===== src/rtl/fstk_pkg.sv =====
package fstk_pkg;
  typedef enum logic [2:0] {
    S_IDLE,
    S_READ,
    S_CHECK,
    S_CALC,
    S_WRITE
  } fstk_state_t;

  localparam logic [9:0] GROUP_CODE = 10'b0111101000;
  localparam logic [1:0] OP_DIV     = 2'd3;
endpackage


===== src/rtl/fstk_decode.sv =====
module fstk_decode
  import fstk_pkg::*;
(
  input  logic [15:0] instr,
  output logic        supported,
  output logic [1:0]  op,
  output logic [2:0]  rsel
);
  assign rsel      = instr[2:0];
  assign op        = instr[4:3];
  assign supported = (instr[15:6] == GROUP_CODE) && !instr[5];
endmodule


===== src/rtl/fstk_post.sv =====
module fstk_post #(
  parameter int DW    = 32,
  parameter int EXP_W = 8
) (
  input  logic [DW-1:0] res,
  output logic [DW-1:0] stored,
  output logic          neg,
  output logic          zero
);
  localparam int EXP_MSB = DW - 2;

  always_comb begin
    zero   = (res[EXP_MSB -: EXP_W] == '0);
    stored = zero ? '0 : res;
    neg    = stored[DW-1];
  end
endmodule


===== src/rtl/fstk_seq.sv =====
module fstk_seq
  import fstk_pkg::*;
#(
  parameter int          AW       = 16,
  parameter int          WW       = 16,
  parameter int          EXP_W    = 8,
  parameter logic [15:0] TRAP_VEC = 16'o10
) (
  input  logic            clk,
  input  logic            rst,
  input  logic            instr_valid,
  input  logic [15:0]     instr,
  output logic            idle,
  output logic [2:0]      rf_sel,
  input  logic [AW-1:0]   rf_data,
  output logic            mem_req,
  output logic            mem_we,
  output logic [AW-1:0]   mem_addr,
  output logic [WW-1:0]   mem_wdata,
  input  logic            mem_ready,
  input  logic [WW-1:0]   mem_rdata,
  output logic            alu_req,
  output logic [1:0]      alu_op,
  output logic [2*WW-1:0] alu_a,
  output logic [2*WW-1:0] alu_b,
  input  logic            alu_ack,
  input  logic [2*WW-1:0] alu_res,
  output logic            done,
  output logic            trap,
  output logic [AW-1:0]   trap_vec,
  output logic            cc_we,
  output logic            cc_n,
  output logic            cc_z,
  output logic            cc_v,
  output logic            cc_c
);
  localparam int          DW   = 2 * WW;
  localparam logic [AW-1:0] STEP = AW'(WW / 8);

  fstk_state_t   state;
  logic [1:0]    idx;
  logic [AW-1:0] ptr;
  logic [1:0]    op_q;
  logic [DW-1:0] opa, opb, res_q;
  logic          n_q, z_q;

  logic          dec_ok;
  logic [1:0]    dec_op;
  logic [DW-1:0] post_res;
  logic          post_n, post_z;
  logic          b_zero;

  fstk_decode u_dec (
    .instr     (instr),
    .supported (dec_ok),
    .op        (dec_op),
    .rsel      (rf_sel)
  );

  fstk_post #(.DW(DW), .EXP_W(EXP_W)) u_post (
    .res    (alu_res),
    .stored (post_res),
    .neg    (post_n),
    .zero   (post_z)
  );

  assign b_zero   = (opb[DW-2 -: EXP_W] == '0);
  assign idle     = (state == S_IDLE);
  assign alu_a    = opa;
  assign alu_b    = opb;
  assign alu_op   = op_q;
  assign trap_vec = AW'(TRAP_VEC);

  always_ff @(posedge clk) begin
    if (rst) begin
      state     <= S_IDLE;
      idx       <= '0;
      ptr       <= '0;
      op_q      <= '0;
      opa       <= '0;
      opb       <= '0;
      res_q     <= '0;
      n_q       <= 1'b0;
      z_q       <= 1'b0;
      mem_req   <= 1'b0;
      mem_we    <= 1'b0;
      mem_addr  <= '0;
      mem_wdata <= '0;
      alu_req   <= 1'b0;
      done      <= 1'b0;
      trap      <= 1'b0;
      cc_we     <= 1'b0;
      cc_n      <= 1'b0;
      cc_z      <= 1'b0;
      cc_v      <= 1'b0;
      cc_c      <= 1'b0;
    end else begin
      done  <= 1'b0;
      trap  <= 1'b0;
      cc_we <= 1'b0;
      unique case (state)
        S_IDLE: begin
          if (instr_valid) begin
            if (dec_ok) begin
              op_q     <= dec_op;
              ptr      <= rf_data;
              mem_addr <= rf_data;
              mem_we   <= 1'b0;
              mem_req  <= 1'b1;
              idx      <= '0;
              state    <= S_READ;
            end else begin
              trap <= 1'b1;
              done <= 1'b1;
            end
          end
        end
        S_READ: begin
          if (mem_ready) begin
            unique case (idx)
              2'd0: opb[DW-1:WW] <= mem_rdata;
              2'd1: opb[WW-1:0]  <= mem_rdata;
              2'd2: opa[DW-1:WW] <= mem_rdata;
              default: opa[WW-1:0] <= mem_rdata;
            endcase
            if (idx == 2'd3) begin
              mem_req <= 1'b0;
              state   <= S_CHECK;
            end else begin
              idx      <= idx + 2'd1;
              mem_addr <= mem_addr + STEP;
            end
          end
        end
        S_CHECK: begin
          if (op_q == OP_DIV && b_zero) begin
            done  <= 1'b1;
            state <= S_IDLE;
          end else begin
            alu_req <= 1'b1;
            state   <= S_CALC;
          end
        end
        S_CALC: begin
          if (alu_ack) begin
            alu_req   <= 1'b0;
            res_q     <= post_res;
            n_q       <= post_n;
            z_q       <= post_z;
            mem_req   <= 1'b1;
            mem_we    <= 1'b1;
            mem_addr  <= ptr + (STEP << 1);
            mem_wdata <= post_res[DW-1:WW];
            idx       <= '0;
            state     <= S_WRITE;
          end
        end
        S_WRITE: begin
          if (mem_ready) begin
            if (idx == 2'd0) begin
              idx       <= 2'd1;
              mem_addr  <= mem_addr + STEP;
              mem_wdata <= res_q[WW-1:0];
            end else begin
              mem_req <= 1'b0;
              mem_we  <= 1'b0;
              done    <= 1'b1;
              cc_we   <= 1'b1;
              cc_n    <= n_q;
              cc_z    <= z_q;
              cc_v    <= 1'b0;
              cc_c    <= 1'b0;
              state   <= S_IDLE;
            end
          end
        end
        default: state <= S_IDLE;
      endcase
    end
  end
endmodule


===== config.mk =====
export PLATFORM = sky130hd
export DESIGN_NAME = fstk_seq
export DESIGN_NICKNAME = d
export VERILOG_FILES = /design/src/rtl/fstk_pkg.sv /design/src/rtl/fstk_decode.sv /design/src/rtl/fstk_post.sv /design/src/rtl/fstk_seq.sv
export SDC_FILE = /design/constraint.sdc
export NUM_CORES = 1
export LEC_CHECK = 0
export BUFFER_PORTS_ARGS = -buffer_cell sky130_fd_sc_hd__buf_4
export CORE_MARGIN = 2
export CORE_UTILIZATION = 46
export CTS_CLUSTER_DIAMETER = 60
export CTS_CLUSTER_SIZE = 24
export DETAILED_ROUTE_END_ITERATION = 7
export PLACE_DENSITY = 0.81
export SLEW_MARGIN = 20
export SYNTH_ARGS = -nofsm -noshare
export SYNTH_HDL_FRONTEND = slang
export SYNTH_SLANG_ARGS = --single-unit

===== constraint.sdc =====
create_clock -name clk -period 2.2 [get_ports clk]
set_clock_uncertainty 0.2 [all_clocks]
set_input_delay 0.22 -clock clk [delete_from_list [all_inputs] [get_ports clk]]
set_output_delay 0.22 -clock clk [all_outputs]
set_load 0.01 [all_outputs]

After elaboration in Yosys (flattened, before gate mapping)
Index checks and enable logic that the tools add are counted.
{"block": "word_totals", "reg_bits": 145, "inputBits": 85, "output_inout_bits": 128, "word_cells": 124}
{"block": "op_classes", "add_sub_neg": 3, "eq_ne": 19, "mux": 50, "bitwise_logic": 4, "reduce_logical": 27}
{"cell": "16-bit two-way mux", "n": 10}
{"cell": "16-bit one-hot mux with 4 select lines", "n": 1}
{"cell": "32-bit two-way mux", "n": 1}
{"cell": "16-bit one-hot mux with 2 select lines", "n": 1}
{"cell": "3-bit two-way mux", "n": 7}
{"cell": "3-bit AND reduction", "n": 7}
{"cell": "2-bit inequality test, second input constant", "n": 9}
{"cell": "16-bit by 2-bit adder with 16-bit output, second input constant", "n": 1}
{"cell": "16-bit by 3-bit adder with 16-bit output, second input constant", "n": 1}
{"cell": "8-bit zero test", "n": 2}
{"cell": "1-bit two-way mux", "n": 16}
{"cell": "2-bit two-way mux", "n": 8}
{"cell": "8-bit AND reduction", "n": 2}
{"cell": "3-bit one-hot mux with 5 select lines", "n": 1}
{"cell": "10-bit by 9-bit equality test with 1-bit output, second input constant", "n": 1}
{"cell": "2-bit one-hot mux with 4 select lines", "n": 1}
{"cell": "7-bit AND reduction", "n": 1}
{"cell": "2-bit equality test, second input constant", "n": 3}
{"cell": "3-bit by 2-bit equality test with 1-bit output, second input constant", "n": 2}
{"cell": "1-bit one-hot mux with 3 select lines", "n": 2}
{"cell": "6-bit AND reduction", "n": 1}
{"cell": "1-bit inverter", "n": 4}
{"cell": "1-bit one-hot mux with 4 select lines", "n": 1}
{"cell": "4-bit AND reduction", "n": 1}
{"cell": "other kinds (16)", "n": 19}

Depth between registers and ports, before layout
{"block": "depth", "ltp_word": 5, "mapped_depth": 8, "ltp_nobuf": 7}

Cells and area by module
A second synthesis with hierarchy kept.
{"block": "hier_totals", "cells_unflattened": 860, "hier_area_um2": 7033.0}
{"mod": "fstk_seq", "instances": 1, "cells_each": 811, "area_each_um2": 6563.8, "seq_area_each_um2": 2902.8}
{"mod": "fstk_post", "instances": 1, "cells_each": 40, "area_each_um2": 394.1, "seq_area_each_um2": 0.0}
{"mod": "fstk_decode", "instances": 1, "cells_each": 9, "area_each_um2": 75.1, "seq_area_each_um2": 0.0}

Worst setup path after synthesis
Ideal clock, no wire load.
{"block": "synth_timing", "path_type": "input to register", "start": "input port instr[7]", "end": "register mem_addr[2]", "setup_time_ns": 0.070, "t_arrival_ns": 1.849, "required_ns": 1.930, "slack_ns": 0.081, "path_stages": 5, "n_path_buf": 0, "path_cell_list": "or4_4 nor4_4 o32ai_2 or4_1 a21oi_1"}
{"block": "synth_via", "elab_chain_len": 4}
{"element": "start, declared", "line_no": "fstk_seq.sv:12", "text": "input logic [15:0] instr,"}
{"element": "10-bit by 9-bit equality test with 1-bit output", "line_no": "fstk_decode.sv:11", "text": "assign supported = (instr[15:6] == GROUP_CODE) && !instr[5];"}
{"element": "1-bit logical AND", "line_no": "fstk_decode.sv:11"}
{"element": "2-bit by 1-bit inequality test with 1-bit output (no source line)"}
{"element": "8-bit AND reduction (no source line)"}
{"element": "end signal, assigned", "line_no": "fstk_seq.sv:107", "text": "mem_addr <= rf_data;"}
{"element": "end signal, assigned", "line_no": "fstk_seq.sv:131", "text": "mem_addr <= mem_addr + STEP;"}
{"element": "end signal, assigned", "line_no": "fstk_seq.sv:152", "text": "mem_addr <= ptr + (STEP << 1);"}
{"element": "end, declared", "line_no": "fstk_seq.sv:18", "text": "output logic [AW-1:0] mem_addr,"}
No other way between the ends.
A chain may end at the register's enable or synchronous reset.

Worst setup path after layout
{"block": "layout_timing", "start": "register ptr[2]", "end": "register mem_addr[15]"}
{"block": "layout_via", "elab_chain_len": 3}
{"element": "start, declared", "line_no": "fstk_seq.sv:42", "text": "logic [AW-1:0] ptr;"}
{"element": "start signal, assigned", "line_no": "fstk_seq.sv:106", "text": "ptr <= rf_data;"}
{"element": "16-bit by 3-bit adder with 16-bit output", "line_no": "fstk_seq.sv:152"}
{"element": "16-bit two-way mux", "line_no": "fstk_seq.sv:145", "text": "if (alu_ack) begin"}
{"element": "16-bit one-hot mux with 4 select lines", "line_no": "fstk_seq.sv:101", "text": "unique case (state)"}
{"element": "end signal, assigned", "line_no": "fstk_seq.sv:107"}
{"element": "end signal, assigned", "line_no": "fstk_seq.sv:152"}
{"element": "end signal, assigned", "line_no": "fstk_seq.sv:162", "text": "mem_addr <= mem_addr + STEP;"}
No other way between the ends. The select of a mux whose other input is x is not followed.

==> key figures <==
Synthesis
  • Post-synth cell types: 57
  • Simple-gate portion of the synthesized area: 23.4%
  • Synth Area in XOR/XNOR: 1.35%
  • FFs w/ async S/R, synth: 0%
  • Syn. warnings: 0
  • Mean area per synthesized cell: 8.08 sq um
  • Synth Cell Area: 6470 sq um
  • Mux share of post-synthesis cell area: 4.48%
  • EDFF count, synth: 0
  • Synth Area in Compound Gates: 18.3%
  • Adder-cell share of the synthesized area: 1.35%
  • Commonest register cell after synthesis: dfxtp_1
  • Largest family of logic cells by synthesized area: simple AND/OR/NAND/NOR gates
  • Post-synthesis cell count: 801
  • Seq/Total Area, Yosys: 44.8%
  • Synthesized flop and latch total: 145

Worst setup path
  • Crit path DAT: 2300 ps
  • WP data required: 2350 ps
  • Startpoint types: register
  • CP endpoint kind: register
  • CP Class: register to register
  • Max FO, Critical Path: 3

Detailed routing
  • Routed met1 length: 8220 microns
  • DRC Markers: 0
  • Post-Route WL: 20400 microns
  • Vias: 6905
  • DR vias/cell: 5.45
  • First-pass DRT Iterations: 8
  • Met2 routed WL: 9990 microns
  • Final ANT Viol Nets: 0
  • Avg WL per Cell: 16.1 microns
  • Met3 wire length: 1650 microns
  • Uppermost layer routed: met4
  • Starting DRC count in detailed routing: 641

Final layout
  • Storage element area: 2900 sq um
  • Most frequent cells in the layout: 240 x buf_4, 157 x nand2_1, 144 x dfxtp_1
  • Antenna Cells: 0
  • Fillers: 1056
  • Finished Layout Cells: 1268
  • Area Overhead vs Synth: 48.4%
  • Multi-input combinational cell area: 3300 sq um
  • Most common cell after layout, fill and taps aside: buf_4
  • # nets final: 1169
  • Share of cells above drive strength 1: 26.7%

Power
  • Peak VDD IR: 551 uV
  • LEAKAGE: 4.00 nW
  • Power Density: 806 nW/um^2
  • Tot Pwr: 7.74 mW

Place
  • PortBufs: 188
  • Hpwl dp: 13600 microns
  • GPL Wtd Cong: 0.937
  • # placed instances: 1170

STA
  • Minimum clock period: 2150 ps
  • Final Hold Vio Count: 0
  • Setup violations, final: 0
  • Final Cycle Share: 97.8%
  • Peak Freq: 465 MHz
  • Rel. slew slack: 48.4%
  • RSZ-0062 raised after global routing: no
  • Pins Over Slew Limit: 0
  • Worst Max-Slew Pin Slew: 775 ps

Run status
  • Status: complete, no violations

Clocking
  • Worst skew pair latency: 410 ps
  • H-tree depth: 4
  • Root buf cell: clkbuf_16
  • CTS Sinks: 145
  • CTS Buf Count: 17
  • Post-CTS Setup Bufs: 0
  • Worst-path clk slew: 60 ps
  • Max clock buf depth: 2
  • CTS tree: yes

Hold path
  • Hold Crit Class: primary input to register

Flow run
  • Max Cap Viol: 0

Floorplanning
  • Die height: 123 microns
  • Row count: 43
  • Core Region: 13800 sq um
  • Top-level port count: 213
  • Starting density of the core: 46.8%
  • Die width: 123 microns
  • Die area: 15000 sq um

Global route
  • Largest net degree at the start of global routing: 69
  • First-pass GRT wire length: 31100 microns
  • Number of global-route vias before repair: 6269
  • Total gr overflow: 0
  • Initial antenna violation count: 0
  • Total global-route track usage: 26.4%
final timing paths:
kind,from,end,slack (ps),depth (start not counted)
worst max-delay path,ptr[2],mem_addr[15],50,5
worst min-delay path,mem_ready,state[0],40,4
worst max register to register,ptr[2],mem_addr[15],50,5
worst min register to register,alu_a[29],alu_a[29],250,2
final cells by class:
| cell class | count | area share [%] |
|---|---|---|
| Clock buffer | 20 | 4.65 |
| Clock inverter | 10 | 1.17 |
| Inverter | 11 | 0.430 |
| Multi-Input combinational cell | 589 | 34.4 |
| Sequential cell | 145 | 30.2 |
| Tap cell | 180 | 2.34 |
| Timing Repair Buffer | 313 | 26.8 |
Yosys cell counts, types with 8 or more instances:
cell type | number | area, sq um
clkbuf_1 | 38 | 143
a21oi_1 | 90 | 450
inv_1 | 11 | 41.3
buf_2 | 8 | 40.0
buf_4 | 21 | 158
nor2_1 | 83 | 312
a22oi_1 | 23 | 173
a211oi_1 | 19 | 143
nor4_1 | 8 | 50.1
nand3_1 | 16 | 80.1
mux2i_1 | 29 | 290
dfxtp_1 | 145 | 2900
nand2_1 | 160 | 601
nor3_1 | 17 | 85.1
o21ai_0 | 21 | 105
layer usage:
metal,global-route usage (%),vias up
li1,-,3315
met3,6.37,60
met5,0,-
met1,33.0,3181
met2,43.7,349
met4,10.5,0
power by group:
part	switching, mW	leakage [nW]	total (mW)	internal [mW]
registers	0.158	1.17	2.97	2.81
logic	1.06	2.56	2.02	0.961
clock network	1.08	0.272	2.76	1.68
registers in the layout, indices dropped and copies added (netlist names):
signal / flops
alu_op: 2
state: 3
idx: 2
n_q: 1
z_q: 1
mem_wdata: 16
done: 1
alu_req: 1
mem_we: 1
alu_a: 32
mem_req: 1
cc_n: 1
cc_z: 1
res_q: 16
ptr: 16
alu_b: 32
mem_addr: 16
trap: 1
cc_we: 1
logic make-up after synthesis:
logic type | Yosys count
simple gates | 336
compound gates | 189
flops | 145
buf+inv | 83
mux | 29
xor+xnor | 10
fa+ha+maj | 7
other cells | 2
critical path, cell delays in order (launching register included):
cell      delay [ps]
dfxtp_1          360
nand4_1          230
or4_1            480
or3_1            320
a2111o_1         420
nand3_1           80
per-stage QoR:
step | cell area (sq um) | hold slack [ps] | TNS [ps] | worst slack [ps] | util (%)
after global placement | 8290 | 240 | -556 | -163 | 60.0
final | 9610 | 44.9 | 0 | 48.7 | 69.5
after floorplan | 6530 | 156 | 0 | 81.0 | -
after global routing | 9610 | 74.6 | 0 | 2.27 | 69.5
after detailed placement | 8290 | 240 | -984 | -192 | 60.0
after CTS | 9540 | 24.6 | -7.68 | -2.56 | 69.0
repair_timing:
item                                    CTS  global route
endpoints found under the setup margin    1            52
pin swaps                                 0             3
hold buffers                             68             0
hold endpoints to repair                122             0
resized for setup                         1            16
Power figures use the tool's default switching activity.
